[config.mk]
export PLATFORM = sky130hd
export DESIGN_NAME = occ_dvs_ctrl
export DESIGN_NICKNAME = d
export VERILOG_FILES = /design/src/rtl/occ_dvs_pkg.sv /design/src/rtl/occ_band_detect.sv /design/src/rtl/dwell_timer.sv /design/src/rtl/dom_level.sv /design/src/rtl/stall_timer.sv /design/src/rtl/occ_dvs_ctrl.sv
export SDC_FILE = /design/constraint.sdc
export NUM_CORES = 1
export LEC_CHECK = 0
export BUFFER_PORTS_ARGS = -buffer_cell sky130_fd_sc_hd__buf_2
export CAP_MARGIN = 20
export CORE_MARGIN = 1
export CORE_UTILIZATION = 55
export CTS_BUF_LIST = sky130_fd_sc_hd__clkbuf_4
export CTS_CLUSTER_DIAMETER = 60
export DETAILED_ROUTE_END_ITERATION = 16
export PLACE_DENSITY = 0.76
export SLEW_MARGIN = 20
export SYNTH_ARGS = -nofsm -noshare
export SYNTH_HDL_FRONTEND = slang
export SYNTH_SLANG_ARGS = --single-unit
[constraint.sdc]
create_clock -name clk -period 4.93 [get_ports clk]
set_clock_uncertainty 0.15 [all_clocks]
set_input_delay 0.986 -clock clk [delete_from_list [all_inputs] [get_ports clk]]
set_output_delay 0.986 -clock clk [all_outputs]
set_load 0.01 [all_outputs]
[src/rtl/occ_dvs_pkg.sv]
package occ_dvs_pkg;

   // Occupancy classification of one sample
   typedef enum logic [1:0] {
      BAND_NONE  = 2'd0,
      BAND_FULL  = 2'd1,
      BAND_EMPTY = 2'd2
   } band_t;

   localparam int LVL_W = 4;
   typedef logic [LVL_W-1:0] lvl_t;

   // Level codes are in tenths of the full setting
   localparam lvl_t LVL_FULL = 4'd10;
   localparam lvl_t LVL_MIN  = 4'd1;

   localparam int NUM_DOM = 2;
   localparam int DOM_PROD = 0;
   localparam int DOM_CONS = 1;

endpackage

[src/rtl/occ_band_detect.sv]
module occ_band_detect
   import occ_dvs_pkg::*;
#(
   parameter int OCC_W       = 8,
   parameter int BAND_TENTHS = 1
) (
   input  logic [OCC_W-1:0] occ,
   input  logic [OCC_W-1:0] cap,
   output band_t            band
);

   localparam int PW     = OCC_W + 4;
   localparam int HI_MUL = 10 - BAND_TENTHS;

   if (OCC_W < 2) begin : g_bad_w
      $error("occ_band_detect: OCC_W must be at least 2");
   end
   if (BAND_TENTHS < 1 || BAND_TENTHS > 4) begin : g_bad_band
      $error("occ_band_detect: BAND_TENTHS must be 1..4");
   end

   logic [PW-1:0] occ_x10;
   logic [PW-1:0] hi_mark;
   logic [PW-1:0] lo_mark;
   logic          near_full;
   logic          near_empty;

   assign occ_x10 = PW'(occ) * PW'(10);
   assign hi_mark = PW'(cap) * PW'(HI_MUL);

   // The default band of one tenth needs no multiplier for the low mark
   if (BAND_TENTHS == 1) begin : g_lo_plain
      assign lo_mark = PW'(cap);
   end else begin : g_lo_mul
      assign lo_mark = PW'(cap) * PW'(BAND_TENTHS);
   end

   assign near_full  = (occ_x10 >= hi_mark);
   assign near_empty = (occ_x10 <= lo_mark);

   always_comb begin
      if (near_full)       band = BAND_FULL;
      else if (near_empty) band = BAND_EMPTY;
      else                 band = BAND_NONE;
   end

endmodule

[src/rtl/dwell_timer.sv]
module dwell_timer
   import occ_dvs_pkg::*;
#(
   parameter int DWELL_CYC = 50000
) (
   input  logic  clk,
   input  logic  rst_n,
   input  band_t band,
   output logic  step_vld,
   output band_t step_band
);

   localparam int CNT_W = $clog2(DWELL_CYC + 1);

   if (DWELL_CYC < 1) begin : g_bad_dwell
      $error("dwell_timer: DWELL_CYC must be at least 1");
   end

   band_t            band_q;
   logic [CNT_W-1:0] run_q;
   logic [CNT_W-1:0] run_inc;

   always_comb begin
      if (band != BAND_NONE && band == band_q) run_inc = run_q + CNT_W'(1);
      else if (band != BAND_NONE)              run_inc = CNT_W'(1);
      else                                     run_inc = '0;
      step_vld  = (band != BAND_NONE) && (run_inc == CNT_W'(DWELL_CYC));
      step_band = band;
   end

   always_ff @(posedge clk) begin
      if (!rst_n) begin
         band_q <= BAND_NONE;
         run_q  <= '0;
      end else begin
         band_q <= band;
         run_q  <= step_vld ? '0 : run_inc;
      end
   end


   run_bound_chk: assert property (@(posedge clk) disable iff (!rst_n)
      run_q < CNT_W'(DWELL_CYC));


   run_restart_chk: assert property (@(posedge clk) disable iff (!rst_n)
      (band != band_q) |=> (run_q <= CNT_W'(1)));


   run_after_step_chk: assert property (@(posedge clk) disable iff (!rst_n)
      step_vld |=> (run_q == '0));

endmodule

[src/rtl/dom_level.sv]
module dom_level
   import occ_dvs_pkg::*;
(
   input  logic clk,
   input  logic rst_n,
   input  logic step,
   input  logic restore,
   input  lvl_t floor_lvl,
   output lvl_t lvl,
   output logic changed
);

   lvl_t floor_c;
   lvl_t lvl_q;
   lvl_t lvl_d;

   always_comb begin
      if (floor_lvl > LVL_FULL)      floor_c = LVL_FULL;
      else if (floor_lvl < LVL_MIN)  floor_c = LVL_MIN;
      else                           floor_c = floor_lvl;
   end

   always_comb begin
      lvl_d = lvl_q;
      if (restore && lvl_q != LVL_FULL)  lvl_d = LVL_FULL;
      else if (step && lvl_q > floor_c)  lvl_d = lvl_q - 4'd1;
   end

   assign changed = (lvl_d != lvl_q);
   assign lvl     = lvl_q;

   always_ff @(posedge clk) begin
      if (!rst_n) lvl_q <= LVL_FULL;
      else        lvl_q <= lvl_d;
   end


   lvl_range_chk: assert property (@(posedge clk) disable iff (!rst_n)
      (lvl_q <= LVL_FULL) && (lvl_q >= LVL_MIN));


   lvl_step_size_chk: assert property (@(posedge clk) disable iff (!rst_n)
      1'b1 |=> (lvl_q == LVL_FULL || lvl_q == $past(lvl_q) || lvl_q == ($past(lvl_q) - 4'd1)));


   lvl_floor_chk: assert property (@(posedge clk) disable iff (!rst_n)
      (step && !restore && lvl_q > floor_c) |=> (lvl_q >= $past(floor_c)));


   lvl_restore_chk: assert property (@(posedge clk) disable iff (!rst_n)
      (restore && lvl_q != LVL_FULL) |=> (lvl_q == LVL_FULL));

endmodule

[src/rtl/stall_timer.sv]
module stall_timer #(
   parameter int STALL_W = 12
) (
   input  logic               clk,
   input  logic               rst_n,
   input  logic               load,
   input  logic [STALL_W-1:0] len,
   output logic               stall
);

   if (STALL_W < 1) begin : g_bad_sw
      $error("stall_timer: STALL_W must be at least 1");
   end

   logic [STALL_W-1:0] cnt_q;

   always_ff @(posedge clk) begin
      if (!rst_n)              cnt_q <= '0;
      else if (load)           cnt_q <= len;
      else if (cnt_q != '0)    cnt_q <= cnt_q - STALL_W'(1);
   end

   assign stall = (cnt_q != '0);


   stall_count_chk: assert property (@(posedge clk) disable iff (!rst_n)
      (cnt_q != '0 && !load) |=> (cnt_q == $past(cnt_q) - STALL_W'(1)));


   stall_load_chk: assert property (@(posedge clk) disable iff (!rst_n)
      load |=> (cnt_q == $past(len)));

endmodule

[src/rtl/occ_dvs_ctrl.sv]
module occ_dvs_ctrl
   import occ_dvs_pkg::*;
#(
   parameter int OCC_W       = 8,
   parameter int DWELL_CYC   = 50000,
   parameter int STALL_W     = 12,
   parameter int BAND_TENTHS = 1
) (
   input  logic               clk,
   input  logic               rst_n,
   input  logic [OCC_W-1:0]   occ,
   input  logic [OCC_W-1:0]   cap,
   input  logic [3:0]         floor_lvl,
   input  logic [STALL_W-1:0] stall_len,
   output logic [3:0]         prod_lvl,
   output logic [3:0]         cons_lvl,
   output logic               stall
);

   band_t               band;
   logic                step_vld;
   band_t               step_band;
   logic [NUM_DOM-1:0]  dom_step;
   logic [NUM_DOM-1:0]  dom_rest;
   logic [NUM_DOM-1:0]  dom_chg;
   lvl_t                dom_lvl [NUM_DOM];

   occ_band_detect #(
      .OCC_W       (OCC_W),
      .BAND_TENTHS (BAND_TENTHS)
   ) u_band (
      .occ  (occ),
      .cap  (cap),
      .band (band)
   );

   dwell_timer #(
      .DWELL_CYC (DWELL_CYC)
   ) u_dwell (
      .clk       (clk),
      .rst_n     (rst_n),
      .band      (band),
      .step_vld  (step_vld),
      .step_band (step_band)
   );

   // Near-full slows the producer and near-empty slows the consumer.
   // The opposite band restores each one.
   assign dom_step[DOM_PROD] = step_vld && (step_band == BAND_FULL);
   assign dom_step[DOM_CONS] = step_vld && (step_band == BAND_EMPTY);
   assign dom_rest[DOM_PROD] = (band == BAND_EMPTY);
   assign dom_rest[DOM_CONS] = (band == BAND_FULL);

   for (genvar d = 0; d < NUM_DOM; d++) begin : g_dom
      dom_level u_lvl (
         .clk       (clk),
         .rst_n     (rst_n),
         .step      (dom_step[d]),
         .restore   (dom_rest[d]),
         .floor_lvl (floor_lvl),
         .lvl       (dom_lvl[d]),
         .changed   (dom_chg[d])
      );
   end

   stall_timer #(
      .STALL_W (STALL_W)
   ) u_stall (
      .clk   (clk),
      .rst_n (rst_n),
      .load  (|dom_chg),
      .len   (stall_len),
      .stall (stall)
   );

   assign prod_lvl = dom_lvl[DOM_PROD];
   assign cons_lvl = dom_lvl[DOM_CONS];


   stall_on_change_chk: assert property (@(posedge clk) disable iff (!rst_n)
      ((prod_lvl != $past(prod_lvl) || cons_lvl != $past(cons_lvl)) && ($past(stall_len) != '0))
      |-> stall);


   stall_no_spurious_chk: assert property (@(posedge clk) disable iff (!rst_n)
      (!$past(stall) && prod_lvl == $past(prod_lvl) && cons_lvl == $past(cons_lvl)) |-> !stall);


   one_side_step_chk: assert property (@(posedge clk) disable iff (!rst_n)
      (band == BAND_FULL) |=> (cons_lvl == LVL_FULL));


   other_side_step_chk: assert property (@(posedge clk) disable iff (!rst_n)
      (band == BAND_EMPTY) |=> (prod_lvl == LVL_FULL));

endmodule

After elaboration in Yosys (flattened, before gate mapping)
Cells that the tools add are included.
W data, S select, Z words.
Storage, ports and cells
  word-level logic and storage cells: 51
  register bits: 38
Cells by class
  muxes and demuxes: 12
  bitwise operators: 1
  magnitude comparators: 6
  reductions and logical operators: 13
  add/subtract/negate cells: 4
  equality and inequality tests: 8
  $mul: 2
Operators with widths (count)
  $mux W12: 2
  $mux W4: 6
  $add A16 B1 Y16 const B: 1
  $eq A16 B16 Y1 const B: 1
  $mux W16: 1
  $ge A12 B12 Y1: 1
  $le A12 B8 Y1: 1
  $mul A8 B4 Y12 const B: 1
  $reduce_bool A12 Y1: 1
  $sub A12 B1 Y12 const B: 1
  $mul A8 B3 Y11 const B: 1
  $gt A4 B4 Y1: 2
  $logic_and A1 B1 Y1: 8
  $ne A4 B4 Y1: 2
  $ne A4 B4 Y1 const B: 2
  $sub A4 B1 Y4 const B: 2
  $gt A4 B4 Y1 const B: 1
  $lt A4 B1 Y1 const B: 1
  $mux W2: 2
  $reduce_bool A2 Y1: 2
  $reduce_or A2 Y1: 2
  $eq A2 B1 Y1 const B: 1
  $eq A2 B2 Y1: 1
  $eq A2 B2 Y1 const B: 1
  2 further kinds: 2

Logic depth before layout (Yosys ltp)
  depth after elaboration: 16
  mapped depth: 17

Modules after synthesis
Synthesis repeated with hierarchy kept, for this count alone.
Second synthesis, totals
  cell total of the unflattened synthesis: 416
  area total of the unflattened synthesis: 3570.9 um^2
By module, submodules not included
  dwell_timer: area each 1041.0 um^2, instances 1, cells each 117, seq. area each 360.3 um^2
  occ_band_detect: area each 996.0 um^2, instances 1, cells each 119, seq. area each 0.0 um^2
  dom_level: area each 397.9 um^2, instances 2, cells each 45, seq. area each 80.1 um^2
  stall_timer: area each 699.4 um^2, instances 1, cells each 85, seq. area each 240.2 um^2
  occ_dvs_ctrl: area each 38.8 um^2, instances 1, cells each 5, seq. area each 0.0 um^2

Worst setup path after synthesis
Ideal clock, no wire load.
  path type: input to register
  start: input occ[1]
  end: register g_dom[0].u_lvl.lvl_q[3]
  library setup time: 0.121 ns
  cell stages on the path: 15
  path slack: 0.550 ns
  required time: 4.659 ns
  data arrival time: 4.110 ns
  cell sequence: ha_1 -> ha_1 -> fa_1 -> a21o_1 -> a21oi_1 -> o21bai_1 -> a21oi_1 -> xnor2_1 -> ha_1 -> a31oi_1 -> a21oi_1 -> and2_1 -> nand4_1 -> nor4_1 -> mux2_2
On the way
  cells in the longest elaborated chain, start to end: 13
  elaborated cells on any way between the ends: 19
  those cells by class: 1 x mul; 2 x order compare; 4 x eq/ne; 6 x mux; 6 x reduce/logical
RTL lines
  start, declared: line occ_dvs_ctrl.sv:11  | input logic [OCC_W-1:0] occ,
  $mul A8 B3 Y11 *: line occ_band_detect.sv:28  | assign occ_x10 = PW'(occ) * PW'(10);
  $le A12 B8 Y1: line occ_band_detect.sv:39  | assign near_empty = (occ_x10 <= lo_mark);
  $mux W2: line occ_band_detect.sv:43  | else if (near_empty) band = BAND_EMPTY;
  $mux W2 *: line occ_band_detect.sv:42  | if (near_full) band = BAND_FULL;
  $reduce_bool A2 Y1 or $eq A2 B2 Y1 (tied branches): line dwell_timer.sv:24, dwell_timer.sv:25, dwell_timer.sv:27
  $mux W1 or $logic_and A1 B1 Y1 (tied branches): line dwell_timer.sv:25, dwell_timer.sv:24
  $mux W16: line dwell_timer.sv:24  | if (band != BAND_NONE && band == band_q) run_inc = run_q + CNT_W'(1);
  $eq A16 B16 Y1: line dwell_timer.sv:27  | step_vld = (band != BAND_NONE) && (run_inc == CNT_W'(DWELL_CYC));
  $logic_and A1 B1 Y1: line dwell_timer.sv:27
  $logic_and A1 B1 Y1: line occ_dvs_ctrl.sv:49  | assign dom_step[DOM_PROD] = step_vld && (step_band == BAND_FULL);
  $logic_and A1 B1 Y1: line dom_level.sv:26  | else if (step && lvl_q > floor_c) lvl_d = lvl_q - 4'd1;
  $mux W4: line dom_level.sv:26
  $mux W4 *: line dom_level.sv:25  | if (restore && lvl_q != LVL_FULL) lvl_d = LVL_FULL;
  end signal, assigned: line dom_level.sv:34  | else lvl_q <= lvl_d;
  end, declared: line dom_level.sv:14  | lvl_t lvl_q;
Every way passes the cells marked *; elsewhere a longest branch is shown, timed or not.
A chain may end at the register's enable or synchronous reset.

Final worst setup path
  start: input occ[1]
  end: register g_dom[1].u_lvl.lvl_q[2]
On the way
  cells in the longest elaborated chain, start to end: 13
  elaborated cells on any way between the ends: 19
  those cells by class: 1 x mul; 2 x order compare; 4 x eq/ne; 6 x mux; 6 x reduce/logical
RTL lines
  $mul A8 B3 Y11 *: line occ_band_detect.sv:28
  $le A12 B8 Y1: line occ_band_detect.sv:39
  $mux W2: line occ_band_detect.sv:43
  $mux W2 *: line occ_band_detect.sv:42
  $reduce_bool A2 Y1 or $eq A2 B2 Y1 (tied branches): line dwell_timer.sv:24, dwell_timer.sv:25, dwell_timer.sv:27
  $mux W1 or $logic_and A1 B1 Y1 (tied branches): line dwell_timer.sv:25, dwell_timer.sv:24
  $mux W16: line dwell_timer.sv:24
  $eq A16 B16 Y1: line dwell_timer.sv:27
  $logic_and A1 B1 Y1: line dwell_timer.sv:27
  $logic_and A1 B1 Y1: line occ_dvs_ctrl.sv:50  | assign dom_step[DOM_CONS] = step_vld && (step_band == BAND_EMPTY);
  $logic_and A1 B1 Y1: line dom_level.sv:26
  $mux W4: line dom_level.sv:26
  $mux W4 *: line dom_level.sv:25
  end signal, assigned: line dom_level.sv:34
  end, declared: line dom_level.sv:14
Marked as above.

==> results.sh <==
export IMPL_final_nets=539
export IMPL_areaGrowthSynthToFinish_pct=11.4
export IMPL_grt_pass1_vias=2883
export IMPL_synthArstFlopShare_pct=0
export IMPL_syn_area_mm2=0.00339
export IMPL_grt_max_degree=31
export IMPL_ys_ff_latch=38
export IMPL_hold_viol_final=0
export IMPL_num_rows=28
export IMPL_fin_ws_ns=0.445
export IMPL_start_util_pct=57.2
export IMPL_core_area_mm2=0.00592
export IMPL_top_layer="met4"
export IMPL_reg2reg_from="u_dwell.run_q[0]"
export IMPL_post_route_util_pct=63.7
export IMPL_io_buffer_count=42
export IMPL_crit_top_cell="a21oi_1"
export IMPL_die_y_um=80.5
export IMPL_grt_pass1_wl_um=12200
export IMPL_crit_slowest_cell="or4_1"
export IMPL_start_kind="primary input"
export IMPL_grt_setup_unrepaired="no"
export IMPL_grt_usage_pct=23.6
export IMPL_reg2reg_depth=8
export IMPL_synth_area_top_cells="dfxtp_1, ha_1, xnor2_1, mux2i_1, nor2_1"
export IMPL_syn_nets=495
export IMPL_avgSynthCellArea_um2=8.32
export IMPL_wl_met2_um=3270
export IMPL_cp_end_kind="flop"
export IMPL_clock_root_buffer="clkbuf_4"
export IMPL_post_cts_buffers=0
export IMPL_avgViaCountPerCell=5.70
export IMPL_yosysTopAreaCellShare_pct=22.5
export IMPL_max_clock_freq_mhz=223
export IMPL_place_area_mm2=0.00367
export IMPL_worst_pin_slew_ns=0.507
export IMPL_cts_buffers=5
export IMPL_gp_congestion=0.823
export IMPL_cts_sinks=38
export IMPL_cts_hold_buf=0
export IMPL_first_pass_iters=4
export IMPL_min_from="g_dom[1].u_lvl.lvl[0]"
export IMPL_drt_iter0_markers=132
export IMPL_finalCriticalPeriod_ns=4.48
export IMPL_synth_top_cell_by_area="dfxtp_1"
export IMPL_routed_wl_um=6970
export IMPL_slew_viol_final=0
export IMPL_slew_limit_headroom_pct=66.0
export IMPL_drtAntennaViolNets=0
export IMPL_setup_viol=0
export IMPL_path_cells="buf_2, ha_1, ha_1, fa_1, a21o_1, a21oi_1, o21bai_1, a21oi_1, xnor2_1, ha_1, a21oi_1, o2111ai_1, nand2_1, nand2_1, or4_1, a21oi_1"
export IMPL_peakVddDrop_v=0.000269
export IMPL_worstPathRequired_ns=5.05
export IMPL_wl_met3_um=198
export IMPL_cts_resized=0
export IMPL_stdcell_area_mm2=0.00377
export IMPL_antenna_cells=0
export IMPL_clk_pin_slew_ns=0.13
export IMPL_antenna_found_initial=0
export IMPL_setup_tns_ns=0
export IMPL_holdPathEnd="g_dom[1].u_lvl.lvl[0]"
export IMPL_yosys_warnings=0
export IMPL_drv_cap=0
export IMPL_grt_overflow_total=0
export IMPL_num_vias=3002
export IMPL_post_route_cells_drive_above_1_share_pct=13.9
export IMPL_clk_latency_ns=0.35
export IMPL_wl_per_cell_um=13.2
export IMPL_synthCells=407
export IMPL_r2r_slack_ns=1.69
export IMPL_power_density_mw_per_mm2=309
export IMPL_cts_tree="built"
export IMPL_hpwlAfterDp_um=5500
export IMPL_synth_edf_count=0
export IMPL_die_area_mm2=0.00647
export IMPL_synthFlopType="dfxtp_1"
export IMPL_power_mw=1.16
export IMPL_clock_path_buffers=2
export IMPL_ys_types=54
export IMPL_critPathMaxFanout=9
export IMPL_min_delay_path_depth=2
export IMPL_outcome="finished clean"
export IMPL_seq_area_frac_synth_pct=22.5
export IMPL_timing_final_crit_share_pct=91.0
export IMPL_htree_num_levels=2
export IMPL_die_width_um=80.5
export IMPL_p_leak_nw=1.65
export IMPL_cpPeakStageDelay_ns=0.51
export IMPL_worstPathArrival_ns=4.61
export IMPL_drt_met1_wl_um=3420
export IMPL_dp_slack_ns=0.0863
export IMPL_crit_type="primary input to flop"
export IMPL_reg2reg_to="g_dom[1].u_lvl.lvl[2]"
export IMPL_ios=43
export IMPL_critPathLaunch="occ[1]"
export IMPL_drc_errors=0
export IMPL_hold_path_class="flop to flop"
==> worst max path at each step <==
| stage | endpoint | slack (ns) | cells past startpoint |
|---|---|---|---|
| 3_5_place_dp | g_dom[1].u_lvl.lvl[2] | 0.09 | 16 |
| 5_1_grt | g_dom[1].u_lvl.lvl[2] | 0.18 | 16 |
| 6_report | g_dom[1].u_lvl.lvl[2] | 0.45 | 16 |
| 2_1_floorplan | g_dom[0].u_lvl.lvl[3] | 0.55 | 15 |
| 4_1_cts | g_dom[1].u_lvl.lvl[2] | 0.43 | 16 |
| 3_3_place_gp | g_dom[1].u_lvl.lvl[2] | 0.23 | 16 |
==> cells in the mapped netlist (all sizes together) (3+ instances only) <==
library cell and count:
a211oi 5, a21o 7, a21oi 19, a31oi 3
and2 4, and3 4, clkbuf 5, dfxtp 38
ha 52, inv 25, mux2 3, mux2i 17
nand2 38, nand2b 5, nand3 20, nand4 8
nor2 39, nor2b 10, nor3 7, nor4 4
o211ai 6, o21a 4, o21ai 10, o21bai 3
o31ai 4, or3 4, or4 3, xnor2 23
xor2 10
==> kinds of logic (layout without fill, tap and decap cells) <==
logic type	Yosys count	count (layout)	share of synthesized area [%]
multiplexers	20	20	6.02
AO/OA/AOI/OAI	73	73	14.6
adder cells (fa/ha/maj)	55	55	20.7
flip-flops	38	38	22.5
buffers and inverters	32	77	3.92
XOR/XNOR	33	33	8.54
AND/OR/NAND/NOR	156	156	23.8
==> worst max-delay path: cells and delay by family <==
family          cells  cell delay [ns]
compound gates      7             1.21
fa+ha+maj           4             1.20
simple gates        3             0.95
xor+xnor            1             0.16
buf+inv             1             0.11
==> layout by cell type, fill, tap and decap left out, types with 2 or more instances in the layout <==
cell type,instances
ha_1,52
o21a_1,4
nor4_1,2
nor4_2,2
o2111ai_1,2
nor3b_1,2
o21ai_0,10
nor3_1,7
nand3b_1,2
mux2_2,3
nor2_1,39
a31oi_1,3
fa_1,2
o31ai_1,4
bufinv_16,2
a21oi_1,19
inv_1,25
nand2b_1,5
o21bai_1,3
o211ai_1,6
and4_1,2
nand2_1,38
or3_1,4
a21o_1,7
xor2_1,10
dfxtp_1,38
clkbuf_4,5
buf_2,42
and2_1,4
a211o_1,2
and3_1,4
nor2b_1,10
or4_1,3
buf_4,2
xnor2_1,23
nand4_1,7
a211oi_1,4
nand3_1,20
mux2i_1,17
==> layer usage <==
| metal | track usage [%] | up-vias |
|---|---|---|
| met5 | 0 | - |
| met4 | 5.36 | 0 |
| met3 | 3.52 | 10 |
| met2 | 41.6 | 61 |
| met1 | 29.8 | 1379 |
| li1 | - | 1552 |
==> registers in the layout (all words and copies together), names as in the netlist <==
register	flops
u_stall.cnt_q	12
u_dwell.run_q	16
u_dwell.band_q	2
g_dom.u_lvl.lvl	8
==> metrics by stage <==
stage,hold WS [ns],std cells
after CTS,0.386,527
final,0.391,527
after floorplan,0.373,407
after detailed placement,0.365,519
after global placement,0.352,519
after global routing,0.424,527
==> report_power, final <==
part	leakage, nW	internal [mW]	switching, mW
logic	1.29	0.235	0.270
registers	0.309	0.349	0.0368
clock network	0.0554	0.159	0.115
==> final cells by class <==
cell class | count | area [µm²]
clock buffer | 5 | 37.5
clock inverter | 3 | 68.8
fill | 519 | 2150
inverter | 25 | 93.8
multi-input combinational | 337 | 2490
sequential | 38 | 761
tap | 75 | 93.8
timing repair buffer | 44 | 225
Power figures use the tool's default switching activity.
